### src/rtl/blkxfer_pkg.sv
package blkxfer_pkg;

  typedef enum logic [1:0] {
    ST_IDLE  = 2'd0,
    ST_ISSUE = 2'd1,
    ST_WAIT  = 2'd2
  } seq_state_t;

endpackage

### src/rtl/blkxfer_pick.sv
// Selects the next register from a remaining-set mask: lowest set bit
// when ascending, highest set bit when descending.
module blkxfer_pick #(
  parameter int NREG = 16,
  localparam int IW = $clog2(NREG)
) (
  input  logic [NREG-1:0] mask,
  input  logic            descend,
  output logic [IW-1:0]   idx,
  output logic            any
);

  logic [IW-1:0] lo_idx;
  logic [IW-1:0] hi_idx;

  // lowest set bit: scan downward so the last hit is the smallest index
  always_comb begin
    lo_idx = '0;
    for (int i = NREG - 1; i >= 0; i--) begin
      if (mask[i]) lo_idx = IW'(i);
    end
  end

  // highest set bit: scan upward so the last hit is the largest index
  always_comb begin
    hi_idx = '0;
    for (int i = 0; i < NREG; i++) begin
      if (mask[i]) hi_idx = IW'(i);
    end
  end

  assign idx = descend ? hi_idx : lo_idx;
  assign any = |mask;

endmodule

### src/rtl/blkxfer_addr.sv
// Word address register: loaded with the base, then stepped by one word.
module blkxfer_addr #(
  parameter int AW         = 32,
  parameter int WORD_BYTES = 4
) (
  input  logic          clk,
  input  logic          rst,
  input  logic          start,
  input  logic [AW-1:0] base,
  input  logic          adv,
  input  logic          descend,
  output logic [AW-1:0] addr
);

  localparam logic [AW-1:0] STEP = AW'(WORD_BYTES);

  always_ff @(posedge clk) begin
    if (rst) begin
      addr <= '0;
    end else if (start) begin
      addr <= base;
    end else if (adv) begin
      addr <= descend ? (addr - STEP) : (addr + STEP);
    end
  end

endmodule

### src/rtl/blkxfer_seq.sv
module blkxfer_seq #(
  parameter int AW         = 32,
  parameter int DW         = 32,
  parameter int NREG       = 16,
  parameter int WORD_BYTES = 4,
  localparam int IW = $clog2(NREG)
) (
  input  logic            clk,
  input  logic            rst,
  input  logic            req_valid,
  output logic            req_ready,
  input  logic [AW-1:0]   req_base,
  input  logic [NREG-1:0] req_mask,
  input  logic            req_load,
  input  logic            req_decr,
  input  logic            req_wb,
  input  logic [IW-1:0]   req_base_idx,
  output logic            mem_valid,
  input  logic            mem_ready,
  output logic            mem_write,
  output logic [AW-1:0]   mem_addr,
  output logic [IW-1:0]   mem_idx,
  output logic [DW-1:0]   mem_wdata,
  input  logic            mem_rvalid,
  input  logic [DW-1:0]   mem_rdata,
  output logic [IW-1:0]   rd_idx,
  input  logic [DW-1:0]   rd_data,
  output logic            rf_we,
  output logic [IW-1:0]   rf_widx,
  output logic [DW-1:0]   rf_wdata,
  output logic            wb_we,
  output logic [IW-1:0]   wb_idx,
  output logic [AW-1:0]   wb_data,
  output logic            done,
  output logic            err
);

  import blkxfer_pkg::*;

  seq_state_t      state_q;
  logic [NREG-1:0] rem_q;
  logic [IW-1:0]   cur_idx_q;
  logic            load_q;
  logic            desc_q;
  logic            wb_en_q;
  logic [IW-1:0]   base_idx_q;

  logic            done_q, err_q, wb_we_q, rf_we_q;
  logic [IW-1:0]   wb_idx_q, rf_widx_q;
  logic [AW-1:0]   wb_data_q;
  logic [DW-1:0]   rf_wdata_q;

  logic            is_idle;
  logic            accept;
  logic            start;
  logic            hs;
  logic            rsp;
  logic            step;
  logic [NREG-1:0] pick_mask;
  logic            pick_desc;
  logic [IW-1:0]   pick_idx;
  logic            pick_any;
  logic [AW-1:0]   addr_q;

  assign is_idle   = (state_q == ST_IDLE);
  assign accept    = req_valid && is_idle;
  assign start     = accept && (|req_mask);
  assign hs        = (state_q == ST_ISSUE) && mem_ready;
  assign rsp       = (state_q == ST_WAIT) && mem_rvalid;
  assign step      = (hs && !load_q) || rsp;

  // one picker serves both the first choice (from the request) and the
  // following ones (from the remaining set)
  assign pick_mask = is_idle ? req_mask : rem_q;
  assign pick_desc = is_idle ? req_decr : desc_q;

  blkxfer_pick #(.NREG(NREG)) u_pick (
    .mask    (pick_mask),
    .descend (pick_desc),
    .idx     (pick_idx),
    .any     (pick_any)
  );

  blkxfer_addr #(.AW(AW), .WORD_BYTES(WORD_BYTES)) u_addr (
    .clk     (clk),
    .rst     (rst),
    .start   (start),
    .base    (req_base),
    .adv     (step && pick_any),
    .descend (desc_q),
    .addr    (addr_q)
  );

  always_ff @(posedge clk) begin
    if (rst) begin
      state_q    <= ST_IDLE;
      rem_q      <= '0;
      cur_idx_q  <= '0;
      load_q     <= 1'b0;
      desc_q     <= 1'b0;
      wb_en_q    <= 1'b0;
      base_idx_q <= '0;
    end else begin
      case (state_q)
        ST_IDLE: begin
          if (start) begin
            state_q    <= ST_ISSUE;
            cur_idx_q  <= pick_idx;
            rem_q      <= req_mask & ~(NREG'(1) << pick_idx);
            load_q     <= req_load;
            desc_q     <= req_decr;
            wb_en_q    <= req_wb;
            base_idx_q <= req_base_idx;
          end
        end
        ST_ISSUE, ST_WAIT: begin
          if (hs && load_q) begin
            state_q <= ST_WAIT;
          end else if (step) begin
            if (pick_any) begin
              state_q   <= ST_ISSUE;
              cur_idx_q <= pick_idx;
              rem_q     <= rem_q & ~(NREG'(1) << pick_idx);
            end else begin
              state_q <= ST_IDLE;
            end
          end
        end
        default: state_q <= ST_IDLE;
      endcase
    end
  end

  // registered result strobes
  always_ff @(posedge clk) begin
    if (rst) begin
      done_q     <= 1'b0;
      err_q      <= 1'b0;
      wb_we_q    <= 1'b0;
      wb_idx_q   <= '0;
      wb_data_q  <= '0;
      rf_we_q    <= 1'b0;
      rf_widx_q  <= '0;
      rf_wdata_q <= '0;
    end else begin
      done_q  <= step && !pick_any;
      wb_we_q <= step && !pick_any && wb_en_q;
      err_q   <= accept && !(|req_mask);
      rf_we_q <= rsp;
      if (step && !pick_any) begin
        wb_idx_q  <= base_idx_q;
        wb_data_q <= addr_q;
      end
      if (rsp) begin
        rf_widx_q  <= cur_idx_q;
        rf_wdata_q <= mem_rdata;
      end
    end
  end

  assign req_ready = is_idle;
  assign mem_valid = (state_q == ST_ISSUE);
  assign mem_write = !load_q;
  assign mem_addr  = addr_q;
  assign mem_idx   = cur_idx_q;
  assign rd_idx    = cur_idx_q;
  assign mem_wdata = rd_data;
  assign rf_we     = rf_we_q;
  assign rf_widx   = rf_widx_q;
  assign rf_wdata  = rf_wdata_q;
  assign wb_we     = wb_we_q;
  assign wb_idx    = wb_idx_q;
  assign wb_data   = wb_data_q;
  assign done      = done_q;
  assign err       = err_q;

endmodule

### config.mk
export PLATFORM = sky130hd
export DESIGN_NAME = blkxfer_seq
export DESIGN_NICKNAME = d
export VERILOG_FILES = /design/src/rtl/blkxfer_pkg.sv /design/src/rtl/blkxfer_pick.sv /design/src/rtl/blkxfer_addr.sv /design/src/rtl/blkxfer_seq.sv
export SDC_FILE = /design/constraint.sdc
export NUM_CORES = 1
export LEC_CHECK = 0
export BUFFER_PORTS_ARGS = -buffer_cell sky130_fd_sc_hd__buf_2
export CAP_MARGIN = 5
export CORE_MARGIN = 2
export CORE_UTILIZATION = 46
export CTS_CLUSTER_DIAMETER = 200
export CTS_CLUSTER_SIZE = 28
export DETAILED_ROUTE_END_ITERATION = 12
export GPL_ROUTABILITY_DRIVEN = 0
export GPL_TIMING_DRIVEN = 0
export HOLD_SLACK_MARGIN = 0.06
export PLACE_DENSITY = 0.78
export SYNTH_ARGS = -nofsm -noshare
export SYNTH_HDL_FRONTEND = slang
export SYNTH_SLANG_ARGS = --single-unit
### constraint.sdc
create_clock -name clk -period 2.9 [get_ports clk]
set_input_delay 0.435 -clock clk [delete_from_list [all_inputs] [get_ports clk]]
set_output_delay 0.435 -clock clk [all_outputs]
set_load 0.02 [all_outputs]
[Word-level counts from Yosys, hierarchy flattened]
Cells that the tools add are included.
Word-level totals
  output and inout bits: 151
  logic and storage cells: 104
  register bits after elaboration: 137
  input bits: 124
Operators by class
  bitwise gates (word level): 3
  shift operators: 1
  $add $sub $neg: 2
  reduce and logical (&&, ||, !) cells: 23
  eq/ne operators: 7
  multiplexer cells: 52
Operators by type and width (number)
  4-bit two-way mux: 29
  32-bit two-way mux: 3
  16-bit two-way mux: 5
  32-bit by 3-bit adder with 32-bit output (second input constant): 1
  16-bit AND: 2
  16-bit one-hot mux with 2 select lines: 1
  16-bit OR reduction: 2
  32-bit by 3-bit subtractor with 32-bit output (second input constant): 1
  16-bit NOT: 1
  1-bit by 4-bit << shifter with 16-bit output (first input constant): 1
  3-bit two-way mux: 4
  1-bit logical AND: 10
  2-bit two-way mux: 5
  4-bit one-hot mux with 2 select lines: 1
  2-bit inequality test (second input constant): 3
  5-bit AND reduction: 1
  2-bit one-hot mux with 2 select lines: 1
  2-bit AND reduction: 2
  2-bit nonzero test: 2
  1-bit logical NOT: 3
  1-bit two-way mux: 3
  3-bit inequality test (second input constant): 1
  2-bit by 1-bit == test with 1-bit output (second input constant): 1
  2-bit == test (second input constant): 1
  other kinds (4): 4

[Depth between registers and ports, before layout]
  word-level depth: 26
  mapped depth: 13
  depth with buffers taken out: 10

[By module]
A second synthesis with hierarchy kept.
Second synthesis, totals
  cell total of the unflattened synthesis: 1005
  area, all modules: 8051.5 µm²
By module, submodules not included
  blkxfer_seq: times used 1, seq. area each 2102.0 µm², area each 4546.9 µm², cells each 534
  blkxfer_addr: times used 1, seq. area each 640.6 µm², area each 3191.8 µm², cells each 416
  blkxfer_pick: times used 1, seq. area each 0.0 µm², area each 312.8 µm², cells each 55

[Least setup slack after synthesis]
OpenSTA, ideal clock, no wires.
  path kind: register to register
  start point: reg desc_q
  end point: reg u_addr.addr[28]
  stages on the path, launching flop included: 11
  period minus slack after synthesis: 3121 ps
  path slack: -221 ps
  required time: 2831 ps
  buffers on the path: 0
  library setup time: 69 ps
  arrival time: 3052 ps
  path through: dfxtp_1 > inv_1 > fa_1 > and2b_1 > o211ai_1 > a31oi_2 > a21oi_1 > a211oi_1 > o21ai_0 > mux2_2 > o21ai_1
On the way
  word-level cells in the longest chain between the ends: 3
RTL lines
  start, declared: line blkxfer_seq.sv:44  | logic desc_q;
  start signal, assigned: line blkxfer_seq.sv:111  | desc_q <= req_decr;
  32-bit two-way mux: line blkxfer_addr.sv:23  | addr <= descend ? (addr - STEP) : (addr + STEP);
  32-bit two-way mux: line blkxfer_addr.sv:22  | end else if (adv) begin
  32-bit two-way mux: line blkxfer_addr.sv:20  | end else if (start) begin
  end signal, assigned: line blkxfer_addr.sv:21  | addr <= base;
  end signal, assigned: line blkxfer_addr.sv:23
  end, declared: line blkxfer_addr.sv:12  | output logic [AW-1:0] addr
No other way between the ends. The select of a mux whose other input is x is not followed.
A chain may end at the register's enable or synchronous reset.

[Worst setup path after layout]
  start point: reg desc_q
  end point: reg u_addr.addr[20]
Same word-level chain as after synthesis.

==> metrics.txt <==
final antenna-violating net count=0; CTS Buffer Depth=2; CP arrival=3.14 ns; number of I/O pins=275; hold_buf cts=0; setup_tns=0 ns; Largest delay share family, worst path=compound AO/OA/AOI/OAI gates; DRC viols=0; share of post-route cells with drive strength above 1=32.2%; Post-Syn Instances=1,003; Critical Path RT=3.22 ns; clk root buf=clkbuf_16; total power=7.72 mW; Final Instance Area=10,200 um^2; Synth Area in XOR/XNOR=2.35%; worst slew pin tran=0.897 ns; count leader, synth=nand2_1; die area=18,100 um^2; Synth area leader=dfxtp_1; RSZ-0062 raised after global routing=yes; Vias=8,546; main area contributors after synthesis=dfxtp_1 (35%), nand2_1 (11%), a21oi_1 (9.2%), ha_1 (5.1%), buf_4 (3.6%); CP max stage delay=0.52 ns; synth cell count leaders=nand2_1 (223), a21oi_1 (144), dfxtp_1 (137); Max Clock Freq=0.355 GHz; Die Wd=135 um; Slew HR=40.2%; largest family of logic cells by synthesized area=compound AO/OA/AOI/OAI gates; core area=16,600 um^2; Startpoint Class=flip-flop; H-tree levels=4; Final Cycle Share=97.3%; hold depth=3; ys flop type=dfxtp_1; Final Skew=0.00817 ns; average vias per placed instance=5.67; status=complete, no violations; pre-CTS setup slack=-0.668 ns; nets@finish=1,431; post-synthesis mux area share=1.04%; WP depth=10; CTS buffer count=17; Worst Path Max Fanout=16; Buf+Inv Stages, Crit Path=1; global-route wire length before repair=39.9 mm; DPL Wire Length=19.2 mm; Crit Path Category=flip-flop to flip-flop; area delta synth->final=30.6%; WL final=26.6 mm; clock sinks=137; cells along the critical path=buf_8, ha_1, or4_1, o21ai_0, a31oi_4, a211o_1, a41oi_1, xnor2_1, nand2_1, a311oi_1; synth unique cells=85; Max-cap violations=0; starting density of the core=47.1%; Die H=135 um; compound-gate portion of the synthesized area=26.6%; DP Area=9320 um^2; Setup-failing EPs final=0; Synth Area in Simple Gates=22.2%; WL/cell=17.6 um; ys async rst share=0%; P_leak=4.58 nW; GR Util All Layers=28.1%; post-synthesis adder-cell area fraction=5.36%; Seq/Total Area, Yosys=35.0%; # rows=47; final worst slack=0.0796 ns; antenna violations before repair=0; Post-synth EDFFs=0; DRT iter0 DRCs=580; Synth top area share=35.0%; clock transition at the registers of the reported paths=0.06 ns; synthesized flop and latch total=137; VDD IR max=0.452 mV; Hold Fails Final Rpt=0; Syn Std Cell Area=7840 um^2; Yosys warnings=0; PortBufs=241; pwr/cell area=754 nW/um^2; type of element capturing the critical path=flip-flop; HP Class=input pin to flip-flop; Diodes inserted=0; net count after synthesis=1,160; grt total ovfl=0; syn avg cell area=7.82 um^2; largest net degree at the start of global routing=19; worst r2r path cells=10; slowest stage cell, crit path=or4_1; Final Slew Violations=0; drt pass-1 iters=6; TritonCTS clock tree=done; fin crit period=2.82 ns; vias in the first global route=7,783; clk_lat worst skew=0.42 ns
-- cell usage in the layout (no fill, tap or decap), types with 12 or more instances in the layout --
master and n:
nor3_1 17, a21oi_1 140, xor2_1 12, and3_1 12
o21ai_0 31, buf_2 255, a311oi_1 12, ha_1 28
dfxtp_1 134, clkbuf_16 17, clkbuf_1 29, buf_4 49
inv_1 16, nor2_1 53, a21o_1 16, nand2_1 223
-- flip-flops by register name, indices dropped and copies added, names as in the netlist --
signal and flops:
rf_wdata 32, base_idx_q 4, rf_we 1, err 1
done 1, wb_data 32, state_q 2, mem_idx 4
wb_we 1, rem_q 16, wb_en_q 1, desc_q 1
rf_widx 4, load_q 1, wb_idx 4, u_addr.addr 32
-- report_power, final --
part           internal, mW  switching (mW)  leakage, nW
Clock                  1.48           0.837        0.302
Sequential             2.08           0.230         1.12
Combinational          1.18            1.92         3.17
-- cells by family after synthesis --
kind of cell,count (synthesis)
DFF,137
buffers and inverters,108
and+or+nand+nor,381
xor gates and xnor gates,21
AOI/OAI and AO/OA,315
adders and majority gates,33
muxes,8
-- metal layers --
layer	wire length [um]	part of all wire [%]	GRT usage (%)	vias up
li1	-	-	-	4069
met1	10400	39	33.5	3940
met2	12900	49	49.4	461
met3	2480	9.3	6.46	76
met4	743	2.8	10.3	0
met5	0	0	0	-
-- metrics by stage --
stage                     utilization [%]  instances  hold slack [ns]
after floorplan                         -       1003            0.432
after CTS                            60.4       1501            0.237
after detailed placement             56.0       1464            0.442
final                                61.5       1506            0.248
after global routing                 61.5       1506            0.250
after global placement               56.0       1464            0.439
-- tightest hold or removal path, stage by stage --
cell and delay [ns]:
buf_2 0.10, nand2_1 0.05, a21oi_1 0.05
-- what timing repair did --
item | 4_1_cts | 5_1_grt
setup endpoints to repair | 80 | 74
buffers inserted | 6 | 7
resized for setup | 11 | 34
pin swaps | 2 | 8
-- layout make-up --
type	count	area [um^2]
clock buffer	20	457
multi-input combinational	758	4700
tap	220	275
buffer	89	514
inverter	17	63.8
timing repair buffer	254	1320
fill	1505	6400
clock inverter	11	171
sequential	137	2750
-- final timing paths --
path | startpoint | to | slack, ns
setup / recovery | desc_q$_SDFFE_PP0P_ | u_addr.addr[20]$_SDFFE_PP0P_ | 0.08
hold / removal | mem_rdata[31] | rf_wdata[31]$_SDFFE_PP0P_ | 0.25
setup reg to reg | desc_q$_SDFFE_PP0P_ | u_addr.addr[20]$_SDFFE_PP0P_ | 0.08
hold reg to reg | wb_data[24]$_SDFFE_PP0P_ | wb_data[24]$_SDFFE_PP0P_ | 0.45
Note: power is estimated with default switching activity, not from simulation.
